[src/rtl/fsup_pkg.sv]
package fsup_pkg;

  typedef enum logic [2:0] {
    ST_IDLE    = 3'd0,
    ST_STANDBY = 3'd1,
    ST_RUN     = 3'd2,
    ST_DISCH   = 3'd3,
    ST_RECOVER = 3'd4,
    ST_LATCH   = 3'd5
  } supState_t;

  // strobes from control to the timer datapath
  typedef struct packed {
    logic inRecover;
    logic inRun;
  } ctlStrobe_t;

  // status from the timer datapath back to control
  typedef struct packed {
    logic recoverDone;
    logic softActive;
    logic boFall;
  } dpStatus_t;

endpackage

[src/rtl/fsup_timers.sv]
module fsup_timers
  import fsup_pkg::*;
#(
  parameter int RECOVER_CYCLES = 500_000_000,
  parameter int SOFT_CYCLES    = 5_000
) (
  input  logic       clk,
  input  logic       rstN,
  input  ctlStrobe_t strobe,
  input  logic       brownOut,
  output dpStatus_t  status
);

  localparam int RW = $clog2(RECOVER_CYCLES + 1);
  localparam int SW = $clog2(SOFT_CYCLES + 1);
  localparam logic [RW-1:0] REC_LIM  = RW'(RECOVER_CYCLES);
  localparam logic [SW-1:0] SOFT_LIM = SW'(SOFT_CYCLES);

  logic [RW-1:0] recCnt;
  logic [SW-1:0] softCnt;
  logic          boPrev;

  // restart timer: held at zero outside the timer state, saturates at limit
  always_ff @(posedge clk or negedge rstN) begin
    if (!rstN)                    recCnt <= '0;
    else if (!strobe.inRecover)   recCnt <= '0;
    else if (recCnt != REC_LIM)   recCnt <= recCnt + 1'b1;
  end

  // soft-start counter: restarts on every entry to run
  always_ff @(posedge clk or negedge rstN) begin
    if (!rstN)                    softCnt <= '0;
    else if (!strobe.inRun)       softCnt <= '0;
    else if (softCnt != SOFT_LIM) softCnt <= softCnt + 1'b1;
  end

  always_ff @(posedge clk or negedge rstN) begin
    if (!rstN) boPrev <= 1'b0;
    else       boPrev <= brownOut;
  end

  always_comb begin
    status.recoverDone = (recCnt == REC_LIM);
    status.softActive  = strobe.inRun && (softCnt != SOFT_LIM);
    status.boFall      = boPrev && !brownOut;
  end

endmodule

[src/rtl/fsup_control.sv]
module fsup_control
  import fsup_pkg::*;
(
  input  logic       clk,
  input  logic       rstN,
  input  logic       latchVersion,
  input  logic       supplyAboveOn,
  input  logic       supplyBelowOff,
  input  logic       supplyBelowReset,
  input  logic       faultBrownOut,
  input  logic       faultOverTemp,
  input  logic       faultCsShort,
  input  logic       faultSupplyOv,
  input  logic       faultWindingShort,
  input  logic       faultAuxShort,
  input  dpStatus_t  status,
  output ctlStrobe_t strobe,
  output supState_t  state
);

  supState_t nextState;
  logic dischFault, timerFault, latchFault, shortFault;

  always_comb begin
    shortFault = faultWindingShort | faultAuxShort;
    dischFault = faultBrownOut | faultOverTemp | faultCsShort;
    latchFault = latchVersion & shortFault;
    timerFault = faultSupplyOv | (~latchVersion & shortFault);
  end

  always_comb begin
    nextState = state;
    unique case (state)
      ST_IDLE:
        if (supplyAboveOn && !dischFault) nextState = ST_STANDBY;
      ST_STANDBY, ST_RUN: begin
        if (latchFault)          nextState = ST_LATCH;
        else if (timerFault)     nextState = ST_RECOVER;
        else if (dischFault)     nextState = ST_DISCH;
        else if (supplyBelowOff) nextState = ST_IDLE;
        else                     nextState = ST_RUN;
      end
      ST_DISCH:
        if (supplyBelowOff || status.boFall) nextState = ST_IDLE;
      ST_RECOVER:
        if (status.recoverDone && supplyAboveOn) nextState = ST_STANDBY;
      ST_LATCH:
        if (supplyBelowReset) nextState = ST_IDLE;
      default: nextState = ST_IDLE;
    endcase
  end

  always_ff @(posedge clk or negedge rstN) begin
    if (!rstN) state <= ST_IDLE;
    else       state <= nextState;
  end

  always_comb begin
    strobe.inRecover = (state == ST_RECOVER);
    strobe.inRun     = (state == ST_RUN);
  end

endmodule

[src/rtl/fault_supervisor.sv]
module fault_supervisor
  import fsup_pkg::*;
#(
  parameter int RECOVER_CYCLES = 500_000_000,
  parameter int SOFT_CYCLES    = 5_000
) (
  input  logic clk,
  input  logic rstN,
  input  logic latchVersion,
  input  logic supplyAboveOn,
  input  logic supplyBelowOff,
  input  logic supplyBelowReset,
  input  logic faultBrownOut,
  input  logic faultOverTemp,
  input  logic faultCsShort,
  input  logic faultSupplyOv,
  input  logic faultWindingShort,
  input  logic faultAuxShort,
  output logic switchEn,
  output logic startupCurrent,
  output logic softStart
);

  ctlStrobe_t strobe;
  dpStatus_t  status;
  supState_t  curState;

  fsup_control u_ctl (
    .clk              (clk),
    .rstN             (rstN),
    .latchVersion     (latchVersion),
    .supplyAboveOn    (supplyAboveOn),
    .supplyBelowOff   (supplyBelowOff),
    .supplyBelowReset (supplyBelowReset),
    .faultBrownOut    (faultBrownOut),
    .faultOverTemp    (faultOverTemp),
    .faultCsShort     (faultCsShort),
    .faultSupplyOv    (faultSupplyOv),
    .faultWindingShort(faultWindingShort),
    .faultAuxShort    (faultAuxShort),
    .status           (status),
    .strobe           (strobe),
    .state            (curState)
  );

  fsup_timers #(
    .RECOVER_CYCLES(RECOVER_CYCLES),
    .SOFT_CYCLES   (SOFT_CYCLES)
  ) u_tmr (
    .clk     (clk),
    .rstN    (rstN),
    .strobe  (strobe),
    .brownOut(faultBrownOut),
    .status  (status)
  );

  assign switchEn       = (curState == ST_RUN);
  assign startupCurrent = (curState == ST_IDLE);
  assign softStart      = status.softActive;

endmodule

[config.mk]
export PLATFORM = sky130hd
export DESIGN_NAME = fault_supervisor
export DESIGN_NICKNAME = d
export VERILOG_FILES = /design/src/rtl/fsup_pkg.sv /design/src/rtl/fsup_timers.sv /design/src/rtl/fsup_control.sv /design/src/rtl/fault_supervisor.sv
export SDC_FILE = /design/constraint.sdc
export NUM_CORES = 1
export LEC_CHECK = 0
export ABC_AREA = 1
export BUFFER_PORTS_ARGS = -buffer_cell sky130_fd_sc_hd__clkbuf_2
export CORE_MARGIN = 2
export CORE_UTILIZATION = 60
export DETAILED_ROUTE_END_ITERATION = 7
export GPL_TIMING_DRIVEN = 0
export PLACE_DENSITY = 0.78
export SYNTH_ARGS = -nofsm -noshare
export SYNTH_HDL_FRONTEND = slang
export SYNTH_SLANG_ARGS = --single-unit
[constraint.sdc]
create_clock -name clk -period 2.9 [get_ports clk]
set_input_delay 0.87 -clock clk [delete_from_list [all_inputs] [get_ports clk]]
set_output_delay 0.87 -clock clk [all_outputs]
set_load 0.1 [all_outputs]
==> run_results.csv, run 1 <==
group,metric,value,unit
status,run_status,"finished clean",
worst_hold_path,hold_depth,2,
timing,finalSetupViolations,0,
worst_hold_path,worst_hold_path_type,"reg2reg",
worst_setup_path,end_kind,"output port",
worst_setup_path,cp_data_arrival_time,1830,ps
worst_setup_path,startpoint_type,"register",
clock_network,tritoncts_clock_tree,"yes",
power,power_leakage,1.318,nW
power,sequentialPowerShare,44.7,%
clock_network,ctsRootBufferMaster,"sky130_fd_sc_hd__clkbuf_8",
route,route.vias.total,2602,
global_route,largest_net_degree_at_the_start_of_global_routing,47,
worst_setup_path,critical_path.most_common_cell,"sky130_fd_sc_hd__nand2_1",
timing,slew_worst_pin,1133,ps
placed_design,place.port_buffers,14,
worst_setup_path,cp_cell_sequence,"inv_1 > ha_1 > nand2_1 > nor3_2 > nand3_1 > nand2_1 > clkinvlp_4 > buf_4",
worst_setup_path,cp_slowest_stage_delay,420,ps
timing,hold_ws,515.1,ps
worst_hold_path,hold-path-endpoint,"u_tmr.softCnt[9]",
power,total_power_draw,1.550,mW
clock_network,cts_max_path_buffers,2,
worst_setup_path,worst_r2r_endpoint,"u_tmr.recCnt[28]",
timing,skew,8.387,ps
floorplanning,initial_utilization,63.29,%
power,power.density_cell_area,505.2,mW/mm2
floorplanning,die_outline_area,0.005251,mm2
yosys,syn_nets,422,
yosys,synth.lib_cells_used.distinct,31,
placed_design,gpl.final_weighted_congestion,0.8970,
worst_setup_path,cp.required,2030,ps
finish,finish.net_count,443,
finish,syn_to_final_growth,9.075,%
clock_network,clk_transition_reported_paths,90,ps
timing,final-max-slew-violation-count,0,
worst_setup_path,ff2ff_path_depth,9,
clock_network,ctsHoldBuffers,0,
worst_hold_path,hold_path.startpoint,"u_tmr.softCnt[9]",
power,gate_power_share,24.6,%
worst_setup_path,critical_path.n_buffers_inverters,3,
timing,slew_headroom,24.47,%
timing,finalCritPeriodShare,93.15,%
global_route,number_of_antenna_violations_at_the_first_check_in_global_routing,0,
power,cellInternalPower,1.024,mW
clock_network,ctsHtreeMaxLevel,2,
worst_setup_path,cpMaxStageDelayCell,"sky130_fd_sc_hd__dfrtp_1",
floorplanning,pin_count,15,
floorplanning,dieWidth,72.47,um
clock_network,cts_setup_buffers,0,
route,first_iter_violations,176,
yosys,synth_top_cell_area_share,40.93,%
floorplanning,design.core.area,0.004444,mm2
power,sw_frac_of_total,33.91,%
route,postRouteAntennaNets,0,
yosys,synth_flop_cell,"sky130_fd_sc_hd__dfrtp_1",
yosys,synth_async_sr_flop_share,100.0,%
worst_setup_path,reg2reg_slack,1250,ps
route,postRouteWirelength,6175,um
route,route.detailed.drc,0,
timing,unrepaired_setup_endpoints_after_global_routing,"false",
yosys,synth-warning-count,0,
global_route,all_layer_global_routing_usage,26.57,%
global_route,gr-total-overflow,0,
clock_network,tritoncts.num_buffers,5,
global_route,first_pass_grt_wire_length,10910,um
yosys,synth-edff-count,0,
route,drt_pre_antenna_iters,5,
yosys,yosysTopAreaCell,"sky130_fd_sc_hd__dfrtp_1",
power,max-vdd-ir-drop,0.0005261,V
yosys,netlist_area,0.002813,mm2
route,post_dr_wirelength_cell,12.86,um
global_route,number_of_global_route_vias_before_repair,2425,
yosys,synth.avg_cell_area,6.928,um2
timing,max_clock_freq,370.2,MHz
worst_setup_path,r2r_start,"u_tmr.recCnt[0]",
yosys,ys_top_cells_by_area,"sky130_fd_sc_hd__dfrtp_1 (41%), sky130_fd_sc_hd__nand2_1 (14%), sky130_fd_sc_hd__nor2_1 (9.6%), sky130_fd_sc_hd__inv_1 (7.2%), sky130_fd_sc_hd__nand3_1 (4.4%)",
placed_design,place_hpwl,4575,um
floorplanning,std_cell_rows,24,
yosys,ys_seq_area_share,40.93,%
power,pwr-share-clk,30.6,%
worst_setup_path,timing.critical_path.fanout_max,4,
finish,layout-drive-gt1-share,11.21,%
timing,timing.final.crit_period,2701,ps
timing,final-hold-violation-count,0,
power,netSwitchingPower,0.5256,mW
clock_network,clock_sinks,46,
worst_setup_path,gate_family_responsible_for_the_most_delay_along_the_worst_path,"simple AND/OR/NAND/NOR gates",
job,cap_violations,0,
yosys,synth_seq_cells,46,
floorplanning,fp.dieH,72.47,um
worst_setup_path,critPathKind,"reg2out",
timing,setup_total_negative_slack,0,ps
clock_network,worstSkewPairLatency,300,ps
yosys,post_synth_inst_count,406,
route,via_per_inst,5.421,
finish,antenna_diode_instance_count,0,
==> power by group through the flow <==
stage / clock, mW / sequential [mW] / combinational, mW
after floorplan: 0 / 0.702 / 0.287
after global placement: 0 / 0.705 / 0.373
after detailed placement: 0 / 0.706 / 0.380
after CTS: 0.489 / 0.694 / 0.382
after global routing: 0.512 / 0.697 / 0.429
final: 0.475 / 0.693 / 0.382
==> per-layer routing <==
layer	vias to the layer above	track usage, %	wire length (um)
li1	1343	-	-
met1	1179	38.27	2989
met2	73	41.28	2817
met3	7	4.722	281
met4	0	7.819	86
met5	-	0	0
==> sequential cells by signal, summed over array words and instances (netlist names) <==
name / count
u_tmr.boPrev: 1
u_tmr.recCnt: 29
u_ctl.state: 3
u_tmr.softCnt: 13
==> cell families (layout without fill, tap and decap cells) <==
kind of cell	after synthesis	count (layout)	share of synthesized area [%]
AND/OR/NAND/NOR	254	254	40.88
buffers and inverters	59	81	8.185
XOR/XNOR	3	3	0.9343
adder cells (fa/ha/maj)	4	4	1.779
flip-flops	46	46	40.93
AO/OA/AOI/OAI	40	40	7.295
==> worst max path at each step <==
stage | end | startpoint | cells past startpoint | slack (ps)
after floorplan | softStart | u_ctl.state[2] | 4 | 7
after global placement | softStart | u_tmr.softCnt[0] | 8 | 320
after detailed placement | softStart | u_tmr.softCnt[0] | 8 | 280
after CTS | softStart | u_tmr.softCnt[0] | 8 | 20
after global routing | softStart | u_tmr.softCnt[0] | 8 | 40
final | softStart | u_tmr.softCnt[0] | 8 | 200
==> through the flow <==
stage | util [%] | cell area [um2] | std cells | setup WS [ps]
floorplan | - | 2816 | 406 | 6.660
global placement | 66.41 | 2952 | 472 | 317.3
finish | 69.03 | 3068 | 480 | 198.7
detailed placement | 66.41 | 2952 | 472 | 284.1
CTS | 68.92 | 3063 | 480 | 23.57
global route | 69.03 | 3068 | 480 | 37.61
==> repair_timing <==
| action | 4_1_cts | 5_1_grt |
|---|---|---|
| setup endpoints to repair | 1 | 1 |
| hold endpoints to repair | 0 | 0 |
| gates resized for setup | 1 | 2 |
| gates cloned | 0 | 0 |
==> worst register-to-register path: cells and delay by family, from the launching register on <==
family,cells,cell delay [ps]
buffers and inverters,1,100
adders and majority gates,1,180
and+or+nand+nor,7,930
DFF,1,390
==> area by class of cell <==
type	count	area (um2)
inverters	56	214.0
flip-flops and latches	46	1151
clock buffers	5	68.82
clock inverters	3	40.04
multi-input cells	301	1436
fillers	375	1376
well taps	52	65.06
repair buffers	14	72.57
plain buffers	3	20.02
==> cells in the final DEF (no fill, tap or decap), types with 3 or more instances in the layout <==
master,netlist,final
sky130_fd_sc_hd__clkbuf_2,0,13
sky130_fd_sc_hd__nor3_2,4,5
sky130_fd_sc_hd__o21ai_1,3,3
sky130_fd_sc_hd__buf_4,2,3
sky130_fd_sc_hd__inv_1,54,53
sky130_fd_sc_hd__nor3_1,21,20
sky130_fd_sc_hd__ha_1,4,4
sky130_fd_sc_hd__nor2_1,72,72
sky130_fd_sc_hd__dfrtp_1,46,46
sky130_fd_sc_hd__a21oi_1,18,18
sky130_fd_sc_hd__nor2_2,5,5
sky130_fd_sc_hd__nand4_1,8,8
sky130_fd_sc_hd__o21ai_0,17,17
sky130_fd_sc_hd__nand3_1,25,25
sky130_fd_sc_hd__nand2_2,3,3
sky130_fd_sc_hd__clkbuf_8,0,5
sky130_fd_sc_hd__nand2_1,103,103
==> cells in the mapped netlist, types with 2 or more instances <==
cell type	count
sky130_fd_sc_hd__nand4_1	8
sky130_fd_sc_hd__ha_1	4
sky130_fd_sc_hd__a21oi_1	18
sky130_fd_sc_hd__nand2_1	103
sky130_fd_sc_hd__nand2_2	3
sky130_fd_sc_hd__nor3_2	4
sky130_fd_sc_hd__buf_4	2
sky130_fd_sc_hd__nand3_1	25
sky130_fd_sc_hd__inv_1	54
sky130_fd_sc_hd__dfrtp_1	46
sky130_fd_sc_hd__o21ai_0	17
sky130_fd_sc_hd__nor2_1	72
sky130_fd_sc_hd__inv_2	2
sky130_fd_sc_hd__xor2_1	2
sky130_fd_sc_hd__nor3_1	21
sky130_fd_sc_hd__nor2_4	2
sky130_fd_sc_hd__nor2_2	5
sky130_fd_sc_hd__nand3_2	2
sky130_fd_sc_hd__nor4_1	2
sky130_fd_sc_hd__o21ai_1	3
Note: power is estimated with default switching activity, not from simulation.
==> run 2, diff against run 1 <==
--- a/config.mk
+++ b/config.mk
@@ -6,7 +6,7 @@
 export NUM_CORES = 1
 export LEC_CHECK = 0
 export ABC_AREA = 1
-export BUFFER_PORTS_ARGS = -buffer_cell sky130_fd_sc_hd__clkbuf_2
+export BUFFER_PORTS_ARGS = -buffer_cell sky130_fd_sc_hd__buf_2
 export CORE_MARGIN = 2
 export CORE_UTILIZATION = 60
 export DETAILED_ROUTE_END_ITERATION = 7
==> run 2 against run 1 <==
Clock power up 26%. Total power up 8.2%. Sequential share of layout area down 0.41 points. Sequential power about the same. Count of clock-buffer cells in the layout up 1. First-iteration DRC count down 19%. Clock skew up 3.3 ps. Flip-flop and latch count unchanged. Critical path depth unchanged. Design area up 1.1%. Register-to-register slack about the same.
==> run_results.csv, run 2 (same netlist as run 1, synthesis figures left out) <==
group,metric,value,unit
timing,max_clock_freq,361.8,MHz
timing,final-hold-violation-count,0,
worst_setup_path,critical_path.n_buffers_inverters,3,
route,postRouteAntennaNets,0,
worst_setup_path,cp_slowest_stage_delay,430,ps
timing,skew,11.70,ps
route,drt_pre_antenna_iters,4,
global_route,all_layer_global_routing_usage,25.80,%
finish,num-fill-cells,400,
placed_design,gpl.final_weighted_congestion,0.8982,
finish,antenna_diode_instance_count,0,
global_route,number_of_global_route_vias_before_repair,2425,
floorplanning,pin_count,15,
timing,setup_total_negative_slack,0,ps
route,route.detailed.drc,0,
finish,most-common-layout-cells,"sky130_fd_sc_hd__nand2_1 (103), sky130_fd_sc_hd__nor2_1 (72), sky130_fd_sc_hd__inv_1 (53), sky130_fd_sc_hd__dfrtp_1 (46), sky130_fd_sc_hd__nand3_1 (25)",
timing,timing.final.crit_period,2764,ps
timing,finalSetupViolations,0,
global_route,first_pass_grt_wire_length,10550,um
timing,slew_headroom,32.45,%
global_route,number_of_antenna_violations_at_the_first_check_in_global_routing,0,
placed_design,place.port_buffers,14,
placed_design,numPlacedInstances,472,
clock_network,cts_max_path_buffers,2,
worst_setup_path,startpoint_type,"register",
route,first_iter_violations,143,
route,post_dr_wirelength_cell,13.06,um
timing,hold_ws,519.9,ps
timing,slew_worst_pin,1013,ps
clock_network,clock_sinks,46,
floorplanning,initial_utilization,63.29,%
floorplanning,die_outline_area,0.005251,mm2
clock_network,ctsHoldBuffers,0,
worst_setup_path,timing.critical_path.fanout_max,4,
worst_setup_path,cp_cell_sequence,"inv_1 > ha_1 > nand2_1 > nor3_2 > nand3_1 > nand2_1 > clkinvlp_4 > clkbuf_4",
worst_setup_path,critPathKind,"reg2out",
finish,syn_to_final_growth,10.28,%
global_route,gr-total-overflow,0,
finish,layout.cells.most_common,"sky130_fd_sc_hd__nand2_1",
timing,finalCritPeriodShare,95.31,%
worst_setup_path,cpMaxStageDelayCell,"sky130_fd_sc_hd__dfrtp_1",
route,postRouteWirelength,6270,um
status,run_status,"finished clean",
placed_design,place_hpwl,4691,um
floorplanning,design.core.area,0.004444,mm2
clock_network,worstSkewPairLatency,310,ps
power,power_leakage,1.330,nW
worst_hold_path,worst_hold_path_type,"reg2reg",
clock_network,ctsRootBufferMaster,"sky130_fd_sc_hd__clkbuf_8",
clock_network,ctsHtreeMaxLevel,2,
finish,biggest_register,"u_tmr.recCnt",
clock_network,tritoncts.num_buffers,5,
finish,post-route-cell-area,0.003102,mm2
timing,timing.final.ws_setup,136.0,ps
power,max-vdd-ir-drop,0.0005503,V
worst_setup_path,critical_path.most_common_cell,"sky130_fd_sc_hd__nand2_1",
worst_setup_path,gate_family_responsible_for_the_most_delay_along_the_worst_path,"simple AND/OR/NAND/NOR gates",
finish,fin_cells,480,
clock_network,clk_transition_reported_paths,90,ps
power,power.density_cell_area,540.6,mW/mm2
global_route,largest_net_degree_at_the_start_of_global_routing,47,
timing,final-max-slew-violation-count,0,
finish,largest_register_ff_count,29,
floorplanning,dieWidth,72.47,um
route,via_per_inst,5.463,
worst_setup_path,end_kind,"output port",
floorplanning,std_cell_rows,24,
route,route.vias.total,2622,
clock_network,tritoncts_clock_tree,"yes",
timing,unrepaired_setup_endpoints_after_global_routing,"false",
finish,largestRegisters,"u_tmr.recCnt (29), u_tmr.softCnt (13), u_ctl.state (3)",
placed_design,post-place-ws,387.7,ps
placed_design,placedInstanceArea,0.002952,mm2
worst_setup_path,cp.required,2030,ps
job,cap_violations,0,
worst_setup_path,cp_data_arrival_time,1890,ps
finish,finish.net_count,443,
floorplanning,fp.dieH,72.47,um
finish,layout-drive-gt1-share,11.21,%
run 2: changes by cell type in the layout (fill, tap and decap cells not counted), sizes merged:
cell    before  now
buf          4   16
clkbuf      18    7
clkinv       2    0
bufinv       1    2
run 2: worst paths after layout:
path	from	end	slack, ps	cells past startpoint
worst max register to register	u_tmr.recCnt[0]	u_tmr.recCnt[22]	1250	8
worst max-delay path	u_tmr.softCnt[0]	softStart	140	8
min in group asynchronous	rstN	u_tmr.recCnt[18]	720	1
worst min-delay path	u_tmr.softCnt[9]	u_tmr.softCnt[9]	520	2
max in group asynchronous	rstN	u_tmr.recCnt[3]	1540	1
worst min register to register	u_tmr.softCnt[9]	u_tmr.softCnt[9]	520	2
run 2: final cells by class:
cell class / instances / area [um2] / share of cell area (%)
Timing Repair Buffer: 14 / 72.57 / 2.340
Sequential cell: 46 / 1151 / 37.11
Clock buffer: 6 / 82.58 / 2.662
Multi-Input combinational cell: 301 / 1436 / 46.31
Clock inverter: 2 / 60.06 / 1.936
Tap cell: 52 / 65.06 / 2.098
Inverter: 56 / 214.0 / 6.898
Buffer: 3 / 20.02 / 0.6454
run 2: metal layers:
metal	track usage, %	routed length, um
met5	0	0
met4	9.671	97
met1	34.56	2879
met3	5.417	381
met2	41.39	2912
run 2: power breakdown:
part / internal [mW] / switching, mW
registers: 0.669 / 0.0243
clock network: 0.368 / 0.233
logic: 0.102 / 0.281
total: 1.14 / 0.538
run 2: timing repair:
item,4_1_cts,5_1_grt
gates resized for setup,0,2
setup buffers,0,0
endpoints found under the setup margin,0,1
hold endpoints to repair,0,0
run 2: worst min-delay path, cell delays in order, from the launching register on:
cell,delay [ps]
sky130_fd_sc_hd__dfrtp_1,390
sky130_fd_sc_hd__inv_1,50
sky130_fd_sc_hd__a21oi_1,50
run 2: per-stage QoR:
step	power [mW]	util, %
finish	1.677	69.79
global route	1.747	69.79
CTS	1.689	69.62
detailed placement	1.091	66.41
global placement	1.078	66.41
floorplan	0.9894	-
